File: config.mk
export PLATFORM = sky130hd
export DESIGN_NAME = slot_hotplug_regs
export DESIGN_NICKNAME = d
export VERILOG_FILES = /design/src/rtl/hp_pkg.sv /design/src/rtl/hp_event_masks.sv /design/src/rtl/hp_eject_unit.sv /design/src/rtl/slot_hotplug_regs.sv
export SDC_FILE = /design/constraint.sdc
export NUM_CORES = 1
export LEC_CHECK = 0
export BUFFER_PORTS_ARGS = -buffer_cell sky130_fd_sc_hd__buf_4
export CAP_MARGIN = 40
export CORE_UTILIZATION = 36
export DETAILED_ROUTE_END_ITERATION = 7
export PLACE_DENSITY = 0.69
export REMOVE_ABC_BUFFERS = 1
export SLEW_MARGIN = 20
export SYNTH_ARGS = -nofsm -noshare
export SYNTH_HDL_FRONTEND = slang
export SYNTH_SLANG_ARGS = --single-unit
export TNS_END_PERCENT = 50
File: constraint.sdc
create_clock -name clk -period 2.4 [get_ports clk]
set_clock_uncertainty 0.05 [all_clocks]
set_input_delay 0.36 -clock clk [delete_from_list [all_inputs] [get_ports clk]]
set_output_delay 0.36 -clock clk [all_outputs]
set_load 0.1 [all_outputs]
File: src/rtl/hp_pkg.sv
package hp_pkg;

    localparam int SLOTS  = 32;
    localparam int SLOT_W = $clog2(SLOTS);

    typedef logic [SLOTS-1:0]  slot_vec_t;
    typedef logic [SLOT_W-1:0] slot_idx_t;

    typedef enum logic [1:0] {
        EVT_COLD_EN = 2'd0,
        EVT_HOT_EN  = 2'd1,
        EVT_UNPLUG  = 2'd2,
        EVT_RSVD    = 2'd3
    } evt_kind_e;

    typedef struct packed {
        logic      valid;
        evt_kind_e kind;
        slot_idx_t slot;
    } hp_evt_t;

    // register offsets inside the hot-plug window
    localparam logic [3:0] OFS_UP   = 4'h0;
    localparam logic [3:0] OFS_DOWN = 4'h4;
    localparam logic [3:0] OFS_EJ   = 4'h8;
    localparam logic [3:0] OFS_RMV  = 4'hC;

    // status bit position inside the event status byte
    localparam int GPE_HP_BIT = 1;

    function automatic slot_vec_t lowest_set(input slot_vec_t v);
        return v & (~v + slot_vec_t'(1));
    endfunction

    function automatic slot_vec_t slot_bit(input slot_idx_t s);
        return slot_vec_t'(1) << s;
    endfunction

endpackage

File: src/rtl/hp_event_masks.sv
module hp_event_masks
    import hp_pkg::*;
(
    input  logic      clk,
    input  logic      rst,
    input  hp_evt_t   evt,
    input  logic      sts_clr,
    output slot_vec_t up_mask,
    output slot_vec_t down_mask,
    output logic      gpe_sts
);

    always_ff @(posedge clk) begin
        if (rst) begin
            up_mask   <= '0;
            down_mask <= '0;
            gpe_sts   <= 1'b0;
        end else begin
            if (sts_clr) gpe_sts <= 1'b0;
            if (evt.valid) begin
                unique case (evt.kind)
                    EVT_HOT_EN: begin
                        up_mask   <= slot_bit(evt.slot);
                        down_mask <= '0;
                        gpe_sts   <= 1'b1;
                    end
                    EVT_UNPLUG: begin
                        up_mask   <= '0;
                        down_mask <= slot_bit(evt.slot);
                        gpe_sts   <= 1'b1;
                    end
                    default: ;
                endcase
            end
        end
    end

    assert_single_event_R3: assert property (@(posedge clk) disable iff (rst)
        $countones({up_mask, down_mask}) <= 1);

    assert_gpe_raised_R5: assert property (@(posedge clk) disable iff (rst)
        (evt.valid && (evt.kind == EVT_HOT_EN || evt.kind == EVT_UNPLUG))
        |=> gpe_sts);

    assert_cold_no_change_R6: assert property (@(posedge clk) disable iff (rst)
        (evt.valid && evt.kind == EVT_COLD_EN)
        |=> ($stable(up_mask) && $stable(down_mask)));

endmodule

File: src/rtl/hp_eject_unit.sv
module hp_eject_unit
    import hp_pkg::*;
(
    input  logic      clk,
    input  logic      rst,
    input  slot_vec_t strap_fixed,
    input  logic      ej_wr,
    input  slot_vec_t ej_data,
    output slot_vec_t rmv_mask,
    output slot_vec_t eject_req
);

    slot_vec_t pick;

    always_comb pick = lowest_set(ej_data);

    always_ff @(posedge clk) begin
        if (rst) begin
            rmv_mask  <= ~strap_fixed;
            eject_req <= '0;
        end else begin
            eject_req <= ej_wr ? (pick & rmv_mask) : '0;
        end
    end

    assert_eject_onehot_R7: assert property (@(posedge clk) disable iff (rst)
        $onehot0(eject_req));

    assert_eject_removable_R8: assert property (@(posedge clk) disable iff (rst)
        (eject_req & ~rmv_mask) == '0);

    assert_eject_needs_write_R7: assert property (@(posedge clk) disable iff (rst)
        !ej_wr |=> (eject_req == '0));

endmodule

File: src/rtl/slot_hotplug_regs.sv
module slot_hotplug_regs
    import hp_pkg::*;
#(
    parameter int              ADDR_W    = 16,
    parameter logic [ADDR_W-1:0] BASE_ADDR = 16'hAE00,
    parameter logic [ADDR_W-1:0] GPE_ADDR  = 16'hAFE0
) (
    input  logic              clk,
    input  logic              rst,
    input  logic              evt_valid,
    input  logic [1:0]        evt_kind,
    input  logic [4:0]        evt_slot,
    input  logic [31:0]       no_hp_strap,
    input  logic              io_wr,
    input  logic [ADDR_W-1:0] io_addr,
    input  logic [31:0]       io_wdata,
    output logic [31:0]       io_rdata,
    output logic              gpe_hp_sts,
    output logic [31:0]       eject_req
);

    localparam logic [ADDR_W-1:0] A_UP   = BASE_ADDR + ADDR_W'(OFS_UP);
    localparam logic [ADDR_W-1:0] A_DOWN = BASE_ADDR + ADDR_W'(OFS_DOWN);
    localparam logic [ADDR_W-1:0] A_EJ   = BASE_ADDR + ADDR_W'(OFS_EJ);
    localparam logic [ADDR_W-1:0] A_RMV  = BASE_ADDR + ADDR_W'(OFS_RMV);

    hp_evt_t   evt;
    logic      sts_clr;
    logic      ej_wr;
    slot_vec_t up_mask, down_mask, rmv_mask;

    always_comb begin
        evt.valid = evt_valid;
        evt.kind  = evt_kind_e'(evt_kind);
        evt.slot  = evt_slot;
        sts_clr   = io_wr && (io_addr == GPE_ADDR) && io_wdata[GPE_HP_BIT];
        ej_wr     = io_wr && (io_addr == A_EJ);
    end

    hp_event_masks u_masks (
        .clk       (clk),
        .rst       (rst),
        .evt       (evt),
        .sts_clr   (sts_clr),
        .up_mask   (up_mask),
        .down_mask (down_mask),
        .gpe_sts   (gpe_hp_sts)
    );

    hp_eject_unit u_eject (
        .clk         (clk),
        .rst         (rst),
        .strap_fixed (no_hp_strap),
        .ej_wr       (ej_wr),
        .ej_data     (io_wdata),
        .rmv_mask    (rmv_mask),
        .eject_req   (eject_req)
    );

    always_comb begin
        io_rdata = '0;
        if (io_addr == A_UP)        io_rdata = up_mask;
        else if (io_addr == A_DOWN) io_rdata = down_mask;
        else if (io_addr == A_RMV)  io_rdata = rmv_mask;
        else if (io_addr == GPE_ADDR) io_rdata[GPE_HP_BIT] = gpe_hp_sts;
    end

    assert_eject_reads_zero_R10: assert property (@(posedge clk) disable iff (rst)
        (io_addr == A_EJ) |-> (io_rdata == '0));

endmodule

# Word level (Yosys, flattened, before mapping)
# Cells that the tools add are included.
# W data, S select, Z words.
[classes]
add_sub_neg = 1
n_eq_ne = 7
shifts = 1
muxes = 11
n_bitwise = 5
n_reduce_logical = 7
[ops]
columns = ["operator", "n"]
rows = [
  ["$pmux W32 S2", 2],
  ["$eq A16 B16 Y1 const B", 5],
  ["$and A32 B32 Y32", 2],
  ["$mux W32", 2],
  ["$not A32 Y32", 2],
  ["$add A32 B1 Y32 const B", 1],
  ["$shl A1 B5 Y32 const A", 1],
  ["$mux W30", 1],
  ["$mux W1", 6],
  ["$reduce_or A2 Y1", 2],
  ["$logic_and A1 B1 Y1", 3],
  ["$eq A2 B1 Y1 const B", 1],
  ["$eq A2 B2 Y1 const B", 1],
  ["$reduce_and A2 Y1", 1],
  ["$reduce_bool A2 Y1", 1],
  ["$not A1 Y1", 1],
]
[word_totals]
regBits = 129
out_inout_bits = 65
elab_cells = 37

# Depth between registers and ports, before layout
# Gate-level depths: netlist of the first run.
[depth]
ltp_word = 6
ltp_mapped = 8
mapped_depth_nobuf = 6

# By module
# Synthesis of the first run repeated with hierarchy kept, for this count alone.
[unflattened]
hier_cells = 522
hier_area_um2 = 5755.5
[modules_own_cells]
columns = ["mod", "instances", "cells_each", "area_each_um2", "seq_area_each_um2"]
rows = [
  ["hp_event_masks", 1, 243, 2454.9, 1301.2],
  ["hp_eject_unit", 1, 182, 2265.9, 1601.5],
  ["slot_hotplug_regs", 1, 97, 1034.7, 0.0],
]

# Worst setup path after synthesis of the first run
# No wires, ideal clock.
[synth_timing]
kind = "input-to-output"
start = "input io_addr[4]"
end = "output io_rdata[1]"
arrival_time_ns = 2.737
path_slack_ns = -0.747
path_stages = 6
path_buffers = 2
cell_sequence = "and4bb_2 > and3_1 > and2_1 > clkbuf_1 > buf_2 > a21oi_1"
[synth_between]
elab_chain_cells = 5
[synth_lines]
columns = ["item", "line", "text"]
rows = [
  ["start: declaration", "slot_hotplug_regs.sv:15", "input logic [ADDR_W-1:0] io_addr,"],
  ["$eq A16 B16 Y1", "slot_hotplug_regs.sv:65", "else if (io_addr == GPE_ADDR) io_rdata[GPE_HP_BIT] = gpe_hp_sts;"],
  ["$mux W1", "slot_hotplug_regs.sv:65", ""],
  ["$mux W1", "slot_hotplug_regs.sv:64", "else if (io_addr == A_RMV) io_rdata = rmv_mask;"],
  ["$mux W32", "slot_hotplug_regs.sv:63", "else if (io_addr == A_DOWN) io_rdata = down_mask;"],
  ["$mux W32 (*)", "slot_hotplug_regs.sv:62", "if (io_addr == A_UP) io_rdata = up_mask;"],
  ["end: declaration", "slot_hotplug_regs.sv:17", "output logic [31:0] io_rdata,"],
]
# Every way passes the cells marked *; elsewhere a longest branch is shown, timed or not.

# Worst setup path in the final report of the first run
[layout_timing]
start = "input io_addr[8]"
end = "output io_rdata[22]"
[layout_between]
elab_chain_cells = 4
[layout_lines]
columns = ["item", "line"]
rows = [
  ["$eq A16 B16 Y1", "slot_hotplug_regs.sv:64"],
  ["$mux W30", "slot_hotplug_regs.sv:64"],
  ["$mux W32", "slot_hotplug_regs.sv:63"],
  ["$mux W32 (*)", "slot_hotplug_regs.sv:62"],
]
# Marks and branches as above.

==> results of run 1 <==
-- final timing paths --
kind,cells after the start,to,slack (ns)
worst min register to register,2,u_masks.down_mask[21],0.46
worst min-delay path,2,u_eject.eject_req[14],0.09
worst max register to register,2,u_eject.eject_req[16],1.54
worst max-delay path,7,io_rdata[22],0.07
-- power breakdown --
| part | total (mW) | switching, mW | internal [mW] |
|---|---|---|---|
| clock network | 2.51 | 0.889 | 1.62 |
| registers | 2.32 | 0.0331 | 2.28 |
| logic | 0.397 | 0.226 | 0.171 |
-- synthesized netlist by cell type (5+ instances only) --
cell type / count / area, µm²
edfxtp_1: 32 / 961
nor4_1: 14 / 87.6
nor4_2: 6 / 75.1
clkbuf_1: 24 / 90.1
mux2i_1: 32 / 320
buf_2: 5 / 25.0
a22oi_1: 64 / 480
nand2_1: 19 / 71.3
nand4_1: 5 / 31.3
nand2b_1: 5 / 31.3
nor3_1: 23 / 115
nand4b_1: 5 / 43.8
inv_1: 34 / 128
nand3_1: 12 / 60.1
nor2_1: 84 / 315
o2bb2ai_1: 31 / 272
dfxtp_1: 97 / 1940
-- stage by stage --
step                setup slack [ns]  TNS, ns  power (mW)  std cells  hold WS [ns]
global placement               0.132        0        2.74        853         0.435
global route                  0.0243        0        5.38        885        0.0868
CTS                          0.00225        0        5.25        885        0.0815
detailed placement            0.0262        0        2.75        853         0.449
finish                        0.0661        0        5.22        885        0.0944
floorplan                      -1.35   -62.31        2.48        496         0.379
-- registers in the layout, summed over array words and instances (netlist names) --
name / flops
u_masks.down_mask: 32
u_eject.rmv_mask: 32
u_masks.up_mask: 32
u_masks.gpe_sts: 1
u_eject.eject_req: 32
-- critical path: cells and delay by family --
kind	cells	cell delay [ns]
AO/OA/AOI/OAI	1	0.15
buffers and inverters	3	0.66
AND/OR/NAND/NOR	3	0.75
-- cell usage in the layout, fill, tap and decap left out, drive strengths merged, types with 4 or more instances in the layout --
cell type / n
buf: 173
nand4b: 5
inv: 34
nor2: 84
nand3: 12
nand2: 21
nor4: 22
o2bb2ai: 31
mux2i: 32
dfxtp: 97
nor3: 25
nand2b: 5
edfxtp: 32
nand4: 5
a22oi: 64
or3: 4
and3: 4
clkbuf: 28
-- final cells by class --
| cell class | instances | area share |
|---|---|---|
| Clock inverter | 4 | 0.00607 |
| Multi-Input combinational cell | 333 | 0.298 |
| Sequential cell | 129 | 0.391 |
| Tap cell | 184 | 0.0310 |
| Timing Repair Buffer | 173 | 0.185 |
| Inverter | 34 | 0.0172 |
| Clock buffer | 28 | 0.0725 |
-- routing by layer --
layer	share of wire	vias to the layer above
met1	0.43	2358
met4	0.011	0
met5	0	-
li1	-	2257
met2	0.48	210
met3	0.071	17
-- timing repair --
item,4_1_cts,5_1_grt
endpoints found under the setup margin,0,31
hold endpoints to repair,0,0
gates resized for setup,0,10
hold buffers,0,0
-- cells by family after synthesis --
group,Yosys count,share of synthesized area
multiplexers,32,0.0596
adder cells (fa/ha/maj),1,0.00233
AND/OR/NAND/NOR,200,0.202
AO/OA/AOI/OAI,100,0.145
buffers and inverters,68,0.0501
flip-flops,129,0.540
==> flow_summary.yaml, run 1 <==
placed_design:
  gp_congestion: 0.816
  place_hpwl_um: 12200
  placed_area_mm2: 0.00680
  place.port_buffers: 155
yosys:
  synth_seq_cells: 129
  synth_ff_type: "dfxtp_1"
  yosys.cell_types.count: 38
  syn_area_mm2: 0.00537
  async_flop_share: 0
  netlist_instances: 530
  yosysWarnings: 0
  synth-edff-count: 32
  seq_area_frac_synth: 0.540
  synth_area_per_cell_um2: 10.1
clocking:
  clk-insertion-delay-late_ns: 0.42
  cts_tree: "yes"
  postCtsSetupBuffers: 0
  h-tree-depth: 4
  cts.clk_slew.worst_paths_ns: 0.06
  cts_sinks: 129
  cts-root-buf: "clkbuf_16"
  clk_path_buf_depth: 2
  numCtsBuffers: 17
finish:
  final_layout_size_suffix_gt1_frac: 0.310
  regArea_mm2: 0.00290
  fin_util: 0.511
  n_antenna_cell: 0
  area_growth_pct: 38.2
  fillers: 1343
  fin_area_mm2: 0.00742
  multi_input_area_mm2: 0.00221
  nets: 780
worst_setup_path:
  cp.required_ns: 1.99
  worst_path_max_delay_cell: "nor4_4"
  slowest_delay_ns: 0.32
  cp_max_fo: 32
  cp-startpoint: "io_addr[8]"
  critPathMostFrequentCell: "buf_4"
  endpoint_kind: "output pin"
  arrival_ns: 1.92
  crit_type: "in -> out"
  reg2reg_from: "u_eject.rmv_mask[16]"
  path_cells: "buf_4, nor4_4, and3_1, and2_1, buf_12, o2bb2ai_1, buf_4"
  startpoint_type: "input pin"
grt:
  grt_pass1_vias: 4815
  grt_use_met2: 0.370
  gr-usage-met1: 0.281
  overflow: 0
  gr-usage-met3: 0.0504
  antenna_found_initial: 1
  grt_pass1_wl_um: 25100
  grt-busiest-layer: "met2"
  grt_max_degree: 98
  globalRouteTotalUtil: 0.222
pwr:
  leakagePower_nw: 3.03
  powerDensity_mw_per_mm2: 703
  peakVddDrop_mv: 0.432
floorplanning:
  core_area_mm2: 0.0145
  die_h_um: 124
  ioPinCount: 156
  fp-row-count: 44
  die_w_um: 124
  die_area_mm2: 0.0154
  start_util: 0.370
sta:
  slew_headroom: 0.507
  fmax_ghz: 0.428
  period_needed_ns: 2.33
  fin_crit_sh: 0.972
  rsz0062_at_grt: "false"
  hold_violations: 0
  maxSlewViolCount: 0
  setup_viol_count_final: 0
  worst_pin_slew_ns: 0.734
route:
  vias: 4842
  vias_per_cell: 5.47
  wl_per_cell_um: 19.1
  drtPass1Iterations: 5
  first_iter_violations: 318
  wl_um: 16900
  drcViolationCount: 0
  ant_nets: 0
flow_run:
  cap_violations: 0
min_path:
  min_path_type: "in -> reg"
  min-delay-start: "io_wdata[13]"
outcome:
  status: "finished, final reports clean"
Note: power is estimated with default switching activity, not from simulation.
==> run 2: changes to the inputs <==
- CELL_PAD_IN_SITES_DETAIL_PLACEMENT: default -> 0
- CELL_PAD_IN_SITES_GLOBAL_PLACEMENT: default -> 2
- CORE_UTILIZATION: 36 -> 31
- PLACE_DENSITY: 0.69 -> 0.88
- SETUP_SLACK_MARGIN: default -> 0.2
==> flow_summary.yaml, run 2 (same netlist as run 1, synthesis figures left out) <==
finish:
  layout_commonest_cell: "buf_4"
  nets: 792
  final_layout_size_suffix_gt1_frac: 0.369
  layout_common_cells: "buf_4 (141), dfxtp_1 (97), nor2_1 (84), a22oi_1 (64), inv_1 (34)"
  fin_area_mm2: 0.00854
  fillers: 1508
  area_growth_pct: 58.9
  n_antenna_cell: 0
  multi_input_area_mm2: 0.00274
  regArea_mm2: 0.00290
clocking:
  cts_hold_buf: 0
  numCtsBuffers: 17
  cts-root-buf: "clkbuf_16"
  clk-insertion-delay-late_ns: 0.41
  cts_tree: "yes"
  h-tree-depth: 4
  cts_sinks: 129
  cts.clk_slew.worst_paths_ns: 0.05
  clk_path_buf_depth: 2
worst_setup_path:
  cp.required_ns: 1.99
  reg2reg_from: "u_eject.rmv_mask[31]"
  r2r_slack_ns: 1.50
  crit_type: "in -> out"
  r2r_end: "u_eject.eject_req[31]"
  arrival_ns: 1.82
  r2r_cells: 3
  startpoint_type: "input pin"
  cp_max_fo: 8
  endpoint_kind: "output pin"
pwr:
  peakVddDrop_mv: 0.467
  powerDensity_mw_per_mm2: 627
  leakagePower_nw: 3.31
outcome:
  status: "finished, final reports clean"
floorplanning:
  die_area_mm2: 0.0179
  core_area_mm2: 0.0168
  ioPinCount: 156
  start_util: 0.320
  die_w_um: 134
  die_h_um: 134
  fp-row-count: 47
placed_design:
  gp_congestion: 0.799
  place_hpwl_um: 12300
  place.port_buffers: 155
  placed_area_mm2: 0.00685
  pre_cts_ws_ns: -0.00211
route:
  drcViolationCount: 0
  ant_nets: 0
  vias: 4811
  wl_um: 19200
  first_iter_violations: 316
  drtPass1Iterations: 5
  vias_per_cell: 5.16
  wl_per_cell_um: 20.6
sta:
  finalWorstSetupSlack_ns: 0.165
  fmax_ghz: 0.447
  slew_headroom: 0.420
  hold_violations: 0
  tns_ns: 0
  hold-worst-slack_ns: 0.0819
  fin_crit_sh: 0.931
  worst_pin_slew_ns: 0.862
  period_needed_ns: 2.23
  setup_viol_count_final: 0
  maxSlewViolCount: 0
  rsz0062_at_grt: "true"
grt:
  globalRouteTotalUtil: 0.201
  antenna_found_initial: 1
  grt_pass1_vias: 4601
  grt_pass1_wl_um: 26500
  overflow: 0
  grt_max_degree: 98
min_path:
  min_to: "u_eject.eject_req[13]"
  min-delay-start: "io_wdata[12]"
  min_path_type: "in -> reg"
  holdPathStages: 2
flow_run:
  cap_violations: 0
run 2: per-stage QoR:
stage | total power [mW] | utilization | instances
4_1_cts | 5.36 | 0.453 | 922
3_3_place_gp | 2.74 | 0.409 | 888
6_report | 5.35 | 0.509 | 933
5_1_grt | 5.52 | 0.509 | 933
3_5_place_dp | 2.75 | 0.409 | 888
2_1_floorplan | 2.48 | - | 496
run 2: how the worst max path moves through the flow:
stage,slack (ns),depth (start not counted),endpoint,start
2_1_floorplan,-1.35,4,io_rdata[1],io_addr[8]
3_3_place_gp,0.08,7,io_rdata[16],io_addr[8]
3_5_place_dp,-0.002,7,io_rdata[5],io_addr[8]
4_1_cts,0.13,7,io_rdata[5],io_addr[7]
5_1_grt,0.12,8,io_rdata[21],io_addr[8]
6_report,0.17,7,io_rdata[31],io_addr[4]
run 2: cell type report:
class	count	area share
well taps	220	0.0322
repair buffers	185	0.223
clock inverters	6	0.0122
flip-flops and latches	129	0.340
inverters	34	0.0150
multi-input cells	333	0.321
clock buffers	26	0.0573
run 2: worst max-delay path, stage by stage:
cell and delay (ns):
buf_4 0.11, and4bb_2 0.33, and3_4 0.20, and2_4 0.24
buf_16 0.20, o2bb2ai_2 0.13, buf_6 0.24
run 2: where the power goes:
group          internal [mW]  switching [mW]  total (mW)
Combinational          0.175           0.244       0.419
Clock                   1.71           0.906        2.62
Sequential              2.28          0.0314        2.32
Total                   4.17            1.18        5.35
run 2: timing repair:
action                                 4_1_cts  5_1_grt
setup buffers                                1        7
setup endpoints to repair                   32       32
resized for setup                           33      124
endpoints found under the hold margin        0        0
cloned                                       1        4
pin swaps                                    2        3
run 2: per-layer routing:
metal  track usage  part of all wire  vias to the layer above
met2         0.326              0.48                      183
met3        0.0514             0.052                       28
met4        0.0612             0.019                        0
li1              -                 -                     2285
met5             0                 0                        -
met1         0.261              0.45                     2315
